===== src/rtl/fcmp_pkg.sv =====
package fcmp_pkg;

  // Width of one condition / status field
  localparam int FLD_W = 4;

  // Compare verdict, most significant bit first
  typedef struct packed {
    logic lt;
    logic gt;
    logic eq;
    logic un;
  } cmp_res_t;

endpackage


===== src/rtl/fcmp_classify.sv =====
module fcmp_classify #(
  parameter  int EXP_W = 11,
  parameter  int FRAC_W = 52,
  localparam int DW    = 1 + EXP_W + FRAC_W,
  localparam int MAG_W = EXP_W + FRAC_W
) (
  input  logic [DW-1:0]    opnd_i,
  output logic             sign_o,
  output logic             nan_o,
  output logic             zero_o,
  output logic [MAG_W-1:0] mag_o
);

  logic [EXP_W-1:0]  exp_f;
  logic [FRAC_W-1:0] frac_f;

  assign sign_o = opnd_i[DW-1];
  assign exp_f  = opnd_i[DW-2 -: EXP_W];
  assign frac_f = opnd_i[FRAC_W-1:0];
  assign mag_o  = opnd_i[MAG_W-1:0];

  always_comb begin
    nan_o  = (&exp_f) && (|frac_f);
    zero_o = ~|mag_o;
  end

endmodule


===== src/rtl/fcmp_order.sv =====
module fcmp_order
  import fcmp_pkg::*;
#(
  parameter int MAG_W = 63
) (
  input  logic             sign_a_i,
  input  logic             nan_a_i,
  input  logic             zero_a_i,
  input  logic [MAG_W-1:0] mag_a_i,
  input  logic             sign_b_i,
  input  logic             nan_b_i,
  input  logic             zero_b_i,
  input  logic [MAG_W-1:0] mag_b_i,
  output cmp_res_t         res_o
);

  logic mag_eq;
  logic mag_a_big;

  assign mag_eq    = (mag_a_i == mag_b_i);
  assign mag_a_big = (mag_a_i >  mag_b_i);

  always_comb begin
    res_o = '0;
    if (nan_a_i || nan_b_i) begin
      res_o.un = 1'b1;
    end else if (zero_a_i && zero_b_i) begin
      res_o.eq = 1'b1;
    end else if (sign_a_i != sign_b_i) begin
      res_o.lt = sign_a_i;
      res_o.gt = sign_b_i;
    end else if (mag_eq) begin
      res_o.eq = 1'b1;
    end else begin
      // same sign: negative operands invert magnitude order
      res_o.gt = mag_a_big ^ sign_a_i;
      res_o.lt = ~(mag_a_big ^ sign_a_i);
    end
  end

endmodule


===== src/rtl/cr_field_bank.sv =====
module cr_field_bank #(
  parameter  int NFLD  = 8,
  parameter  int FLD_W = 4,
  localparam int SEL_W = (NFLD > 1) ? $clog2(NFLD) : 1,
  localparam int CR_W  = NFLD * FLD_W
) (
  input  logic             clk,
  input  logic             rst_n,
  input  logic             wr_cmp_i,
  input  logic [SEL_W-1:0] cmp_dst_i,
  input  logic [FLD_W-1:0] cmp_nib_i,
  input  logic             wr_mov_i,
  input  logic [SEL_W-1:0] mov_dst_i,
  input  logic [FLD_W-1:0] mov_nib_i,
  output logic [CR_W-1:0]  cr_q
);

  logic             wr_en;
  logic [SEL_W-1:0] wr_sel;
  logic [FLD_W-1:0] wr_nib;
  logic [CR_W-1:0]  cr_d;

  // next-state: compare has priority over move
  always_comb begin
    wr_en  = 1'b0;
    wr_sel = '0;
    wr_nib = '0;
    if (wr_cmp_i) begin
      wr_en  = 1'b1;
      wr_sel = cmp_dst_i;
      wr_nib = cmp_nib_i;
    end else if (wr_mov_i) begin
      wr_en  = 1'b1;
      wr_sel = mov_dst_i;
      wr_nib = mov_nib_i;
    end
    cr_d = cr_q;
    for (int k = 0; k < NFLD; k++) begin
      if (wr_sel == SEL_W'(k)) begin
        cr_d[CR_W-1-k*FLD_W -: FLD_W] = wr_nib;
      end
    end
  end

  always_ff @(posedge clk or negedge rst_n) begin
    if (!rst_n) begin
      cr_q <= '0;
    end else if (wr_en) begin
      cr_q <= cr_d;
    end
  end

  function automatic logic [FLD_W-1:0] fld_of(input logic [CR_W-1:0] v,
                                                input logic [SEL_W-1:0] idx);
    return v[CR_W-1-int'(idx)*FLD_W -: FLD_W];
  endfunction

  function automatic logic [CR_W-1:0] keep_mask(input logic [SEL_W-1:0] idx);
    logic [CR_W-1:0] m;
    m = '1;
    m[CR_W-1-int'(idx)*FLD_W -: FLD_W] = '0;
    return m;
  endfunction

  // register reads zero when reset releases
  p_reset_clear_r2: assert property (@(posedge clk) disable iff (!rst_n)
    $rose(rst_n) |-> cr_q == '0);

  // a compare verdict carries exactly one flag
  p_one_flag_r4: assert property (@(posedge clk) disable iff (!rst_n)
    wr_cmp_i |-> $countones(cmp_nib_i) == 1);

  // no strobe, no change
  p_idle_hold_r7: assert property (@(posedge clk) disable iff (!rst_n)
    !(wr_cmp_i || wr_mov_i) |=> $stable(cr_q));

  // compare leaves neighbour fields untouched
  p_neighbours_kept_r7: assert property (@(posedge clk) disable iff (!rst_n)
    wr_cmp_i |=> (cr_q & keep_mask($past(cmp_dst_i))) ==
                 ($past(cr_q) & keep_mask($past(cmp_dst_i))));

  // compare result lands even with a concurrent move
  p_cmp_wins_r10: assert property (@(posedge clk) disable iff (!rst_n)
    wr_cmp_i |=> fld_of(cr_q, $past(cmp_dst_i)) == $past(cmp_nib_i));

  // a lone move copies its nibble
  p_move_copy_r6: assert property (@(posedge clk) disable iff (!rst_n)
    (wr_mov_i && !wr_cmp_i) |=> fld_of(cr_q, $past(mov_dst_i)) == $past(mov_nib_i));

endmodule


===== src/rtl/fcmp_crupd.sv =====
module fcmp_crupd
  import fcmp_pkg::*;
#(
  parameter  int EXP_W  = 11,
  parameter  int FRAC_W = 52,
  parameter  int NFLD   = 8,
  localparam int DW     = 1 + EXP_W + FRAC_W,
  localparam int MAG_W  = EXP_W + FRAC_W,
  localparam int SEL_W  = (NFLD > 1) ? $clog2(NFLD) : 1,
  localparam int CR_W   = NFLD * FLD_W
) (
  input  logic             clk,
  input  logic             arst_n,
  input  logic             cmp_vld,
  input  logic [DW-1:0]    cmp_a,
  input  logic [DW-1:0]    cmp_b,
  input  logic [SEL_W-1:0] cmp_dst,
  input  logic             mov_vld,
  input  logic [SEL_W-1:0] mov_src,
  input  logic [SEL_W-1:0] mov_dst,
  input  logic [CR_W-1:0]  fpst_in,
  output logic [CR_W-1:0]  cr_q,
  output logic [DW-1:0]    dflt_qnan
);

  // reset: asserted asynchronously, released after two clock edges
  logic [1:0] rst_sync_q;
  logic       rst_n_int;

  always_ff @(posedge clk or negedge arst_n) begin
    if (!arst_n) begin
      rst_sync_q <= 2'b00;
    end else begin
      rst_sync_q <= {rst_sync_q[0], 1'b1};
    end
  end
  assign rst_n_int = rst_sync_q[1];

  // operand classification, one instance per operand
  logic [DW-1:0]    opnd [2];
  logic [1:0]       sgn;
  logic [1:0]       nan;
  logic [1:0]       zro;
  logic [MAG_W-1:0] mag [2];

  assign opnd[0] = cmp_a;
  assign opnd[1] = cmp_b;

  for (genvar g = 0; g < 2; g++) begin : g_cls
    fcmp_classify #(
      .EXP_W  (EXP_W),
      .FRAC_W (FRAC_W)
    ) u_cls (
      .opnd_i (opnd[g]),
      .sign_o (sgn[g]),
      .nan_o  (nan[g]),
      .zero_o (zro[g]),
      .mag_o  (mag[g])
    );
  end

  cmp_res_t         res;
  logic [FLD_W-1:0] cmp_nib;
  logic [FLD_W-1:0] mov_nib;

  fcmp_order #(
    .MAG_W (MAG_W)
  ) u_order (
    .sign_a_i (sgn[0]),
    .nan_a_i  (nan[0]),
    .zero_a_i (zro[0]),
    .mag_a_i  (mag[0]),
    .sign_b_i (sgn[1]),
    .nan_b_i  (nan[1]),
    .zero_b_i (zro[1]),
    .mag_b_i  (mag[1]),
    .res_o    (res)
  );

  assign cmp_nib = res;
  assign mov_nib = fpst_in[CR_W-1-int'(mov_src)*FLD_W -: FLD_W];

  cr_field_bank #(
    .NFLD  (NFLD),
    .FLD_W (FLD_W)
  ) u_bank (
    .clk       (clk),
    .rst_n     (rst_n_int),
    .wr_cmp_i  (cmp_vld),
    .cmp_dst_i (cmp_dst),
    .cmp_nib_i (cmp_nib),
    .wr_mov_i  (mov_vld),
    .mov_dst_i (mov_dst),
    .mov_nib_i (mov_nib),
    .cr_q      (cr_q)
  );

  // quiet NaN: sign 0, exponent all ones, top fraction bit only
  assign dflt_qnan = {1'b0, {EXP_W{1'b1}}, 1'b1, {(FRAC_W-1){1'b0}}};

  // any NaN operand gives the unordered verdict alone
  p_nan_unordered_r5: assert property (@(posedge clk) disable iff (!rst_n_int)
    (nan[0] || nan[1]) |-> cmp_nib == 4'b0001);

  // signed zeros compare equal
  p_zero_equal_r8: assert property (@(posedge clk) disable iff (!rst_n_int)
    (zro[0] && zro[1]) |-> cmp_nib == 4'b0010);

  // two negatives with larger |A| means A is less
  p_neg_invert_r9: assert property (@(posedge clk) disable iff (!rst_n_int)
    (sgn[0] && sgn[1] && !nan[0] && !nan[1] && mag[0] > mag[1]) |-> res.lt);

  // quiet NaN pattern fields
  p_qnan_shape_r11: assert property (@(posedge clk) disable iff (!rst_n_int)
    (!dflt_qnan[DW-1] && dflt_qnan[FRAC_W-1]) |-> &dflt_qnan[DW-2 -: EXP_W]);

endmodule


===== config.mk =====
export PLATFORM = sky130hd
export DESIGN_NAME = fcmp_crupd
export DESIGN_NICKNAME = d
export VERILOG_FILES = /design/src/rtl/fcmp_pkg.sv /design/src/rtl/fcmp_classify.sv /design/src/rtl/fcmp_order.sv /design/src/rtl/cr_field_bank.sv /design/src/rtl/fcmp_crupd.sv
export SDC_FILE = /design/constraint.sdc
export NUM_CORES = 1
export LEC_CHECK = 0
export BUFFER_PORTS_ARGS = -buffer_cell sky130_fd_sc_hd__buf_4
export CAP_MARGIN = 20
export CORE_MARGIN = 10
export CORE_UTILIZATION = 40
export CTS_BUF_LIST = sky130_fd_sc_hd__clkbuf_4 sky130_fd_sc_hd__clkbuf_8 sky130_fd_sc_hd__clkbuf_16
export DETAILED_ROUTE_END_ITERATION = 7
export PLACE_DENSITY = 0.72
export SLEW_MARGIN = 20
export SYNTH_ARGS = -nofsm -noshare
export SYNTH_HDL_FRONTEND = slang
export SYNTH_SLANG_ARGS = --single-unit

===== constraint.sdc =====
create_clock -name clk -period 3.6 [get_ports clk]
set_clock_uncertainty 0.15 [all_clocks]
set_input_delay 0.18 -clock clk [delete_from_list [all_inputs] [get_ports clk]]
set_output_delay 0.18 -clock clk [all_outputs]
set_load 0.02 [all_outputs]

==> flow_metrics.py <==
metrics = {
    "status": {
        "status": "completed",
    },
    "timing": {
        "relSlewSlack_pct": 53.8,
        "fin_ws_ps": 1070,
        "fin_crit_ps": 2530,
        "max_freq_mhz": 395,
        "tightest_slew_ps": 692,
        "slew_viol_final": 0,
        "hold_viol_final": 0,
        "fin_crit_sh_pct": 70.3,
        "rsz0062_at_grt": "false",
        "setup_viol": 0,
        "fin_tns_setup_ps": 0,
    },
    "power_and_ir_drop": {
        "powerDensity_mw_per_mm2": 283,
        "ir_worst_vdd_mv": 0.180,
        "power.total_mw": 1.65,
        "p_seq_share_pct": 31.4,
        "power.leakage_nw": 3.11,
        "clkPwrFrac_pct": 17.8,
        "p_comb_share_pct": 50.8,
        "p_sw_share_pct": 39.0,
        "switching_power_uw": 643,
        "p_int_mw": 1.00,
    },
    "clock_network": {
        "clk_latency_ps": 280,
        "cts_tree": "yes",
        "clk_path_buf_depth": 2,
        "cts_root_buffer": "clkbuf_8",
        "cts_htree_levels": 2,
        "cts_buffers": 5,
        "ctsResizeCount": 0,
        "clk_pin_slew_ps": 70,
        "cts_num_sinks": 34,
    },
    "worst_setup_path": {
        "r2r_cells": 1,
        "worstSetupPathType": "input port to flop",
        "start_kind": "input port",
        "cp_data_arrival_time_ps": 2510,
        "crit_required_ps": 3580,
        "crit_start": "cmp_a[25]",
        "r2r_end": "u_bank.cr_q[15]",
        "cp_common_cell": "nand4_1",
        "reg2reg_from": "rst_sync_q[1]",
        "path_buf_inv": 1,
        "crit_fanout": 8,
        "endpoint_kind": "flop",
        "crit_slowest_cell": "nor4_1",
        "cp_cell_sequence": "buf_4, ha_1, nand4_1, nor4_1, nand4_1, o21ai_0, a41oi_1, a311oi_4, o22ai_1",
        "max_stage_delay_ps": 490,
        "r2r_slack_ps": 2480,
        "crit_family": "compound AO/OA/AOI/OAI gates",
    },
    "final_layout": {
        "area_growth_pct": 36.4,
        "layout-drive-gt1-share_pct": 34.3,
        "n_antenna_cell": 0,
        "fillCellCount": 960,
        "final_nets": 956,
    },
    "yosys": {
        "synth_top_cells_by_area": "dfrtp_1 (20%), ha_1 (18%), buf_4 (11%)",
        "synth_ff_type": "dfrtp_1",
        "syn_area_mm2": 0.00427,
        "ys_warn_count": 0,
        "netlist_instances": 512,
        "synth_compound_area_share_pct": 14.9,
        "ys_ff_latch": 34,
        "ys_seq_area_share_pct": 19.9,
        "synthMuxAreaShare_pct": 9.15,
        "syn_avg_cell_area_um2": 8.33,
        "synth_simple_gate_area_share_pct": 18.6,
        "synth_edf_count": 0,
        "synth_top_cell_area_share_pct": 19.9,
        "synth_top_family_by_area": "buffers and inverters",
        "yosysTopAreaCell": "dfrtp_1",
        "synth_xor_area_share_pct": 0.205,
        "synth_cell_types": 50,
        "async_flop_share_pct": 100,
        "synth-adder-area-share_pct": 18.5,
    },
    "hold_path": {
        "hold_class": "input port to async pin",
    },
    "global_routing": {
        "first_global_vias": 4766,
        "antenna_found_initial": 1,
        "grt_max_degree": 18,
        "track_usage_pct": 19.5,
        "grt_pass1_wl_um": 23900,
        "grt.overflow.total": 0,
    },
    "placement": {
        "port_buffers": 204,
        "dp_hpwl_um": 14500,
        "routabilityCongestion": 0.896,
        "preCtsSetupSlack_ps": 809,
    },
    "floorplanning": {
        "fp.dieH_um": 123,
        "dieArea_mm2": 0.0152,
        "core_area_mm2": 0.0104,
        "start_util_pct": 41.1,
        "io_pins": 269,
        "row_count": 37,
        "fp.dieW_um": 123,
    },
    "job": {
        "max_cap_violations": 0,
    },
    "drt": {
        "vias": 4470,
        "ant_nets": 0,
        "drc_errors": 0,
        "dr.pass1.iters": 4,
        "vias_per_cell": 5.22,
        "wl_per_cell_um": 18.6,
        "first_iter_violations": 173,
        "wirelength_um": 15900,
    },
}
synthesized netlist by cell type, types with 3 or more instances:
cell and instances:
o22ai_2 3, nor2_1 18, mux2_2 16, nor4_1 35, o21ai_0 13, dfrtp_1 34
o22ai_1 7, inv_1 79, a21o_1 4, a221o_1 3, a21oi_1 23, nand3_1 13
buf_4 64, nand4_1 26, ha_1 63, mux4_2 8, a211oi_1 3, a221oi_1 3
o21ai_1 11, mux2i_1 3, nand2_1 41
per-stage QoR:
step / hold WS, ps / cells / instance area (µm²) / utilization [%]
after floorplan: -266 / 575 / 4500 / -
after global placement: -187 / 848 / 5710 / 55.1
after detailed placement: -187 / 848 / 5710 / 55.1
after CTS: 65.6 / 857 / 5820 / 56.1
after global routing: 58.9 / 857 / 5820 / 56.1
final: 64.5 / 857 / 5820 / 56.1
worst max-delay path by stage:
stage / endpoint / slack, ps / depth (start not counted)
CTS: u_bank.cr_q[31] / 1090 / 9
global placement: u_bank.cr_q[31] / 900 / 9
finish: u_bank.cr_q[31] / 1070 / 9
detailed placement: u_bank.cr_q[14] / 810 / 10
global route: u_bank.cr_q[19] / 830 / 10
floorplan: u_bank.cr_q[19] / 1260 / 9
routing by layer:
layer | wire length [µm] | share of wire (%) | GRT usage [%] | vias up
li1 | - | - | - | 2159
met5 | 13 | 0.082 | 0 | -
met4 | 286 | 1.8 | 4.37 | 2
met2 | 8220 | 52 | 37.1 | 221
met1 | 5720 | 36 | 20.8 | 2059
met3 | 1700 | 11 | 5.38 | 29
layout make-up:
cell class | count | area [µm²] | area share (%)
clock inverters | 1 | 5.00 | 0.0860
clock buffers | 7 | 90.1 | 1.55
well taps | 136 | 170 | 2.92
multi-input cells | 394 | 2860 | 49.1
flip-flops and latches | 34 | 851 | 14.6
repair buffers | 206 | 1550 | 26.6
inverters | 79 | 297 | 5.10
timing repair:
action	4_1_cts	5_1_grt
hold buffers	1	0
endpoints found under the hold margin	2	0
buffers inserted	0	0
state kept, by name, summed over array words and instances, names as in the netlist:
register and flops:
u_bank.cr_q 32, rst_sync_q 2
layout by cell type, fill, tap and decap left out, drive strengths merged, types with 2 or more instances in the layout:
| cell type | synthesis | routed |
|---|---|---|
| nand3 | 13 | 13 |
| nand2 | 41 | 41 |
| nor4 | 36 | 36 |
| o31ai | 2 | 2 |
| ha | 63 | 63 |
| o21ai | 24 | 24 |
| inv | 79 | 79 |
| a311oi | 2 | 2 |
| o21a | 2 | 2 |
| nor3b | 2 | 2 |
| a21o | 4 | 4 |
| a221o | 3 | 3 |
| o221ai | 2 | 2 |
| nand4 | 26 | 26 |
| buf | 66 | 205 |
| clkbuf | 2 | 7 |
| nor3 | 2 | 2 |
| o22ai | 10 | 10 |
| nand3b | 2 | 2 |
| mux2i | 3 | 3 |
| dfrtp | 34 | 34 |
| a21oi | 24 | 24 |
| mux2 | 16 | 16 |
| a221oi | 3 | 3 |
| mux4 | 8 | 8 |
| a41oi | 2 | 2 |
| o31a | 2 | 2 |
| nor2 | 18 | 18 |
| conb | 2 | 65 |
| and4 | 2 | 2 |
| a211oi | 3 | 3 |
power groups by stage:
stage                     clock network [mW]  registers (mW)  logic, mW
after detailed placement                   0           0.526      0.836
after global routing                   0.317           0.526      0.913
after global placement                     0           0.523      0.819
after floorplan                            0           0.612      0.389
after CTS                              0.296           0.519      0.840
final                                  0.293           0.517      0.838
cell families (layout without fill, tap and decap cells):
kind of cell               count (synthesis)  in the layout
and+or+nand+nor                          148            148
buffers and inverters                    147            293
AOI/OAI and AO/OA                         90             90
adders and majority gates                 63             63
DFF                                       34             34
muxes                                     27             27
other                                      2             65
xor gates and xnor gates                   1              1
Power figures use the tool's default switching activity.
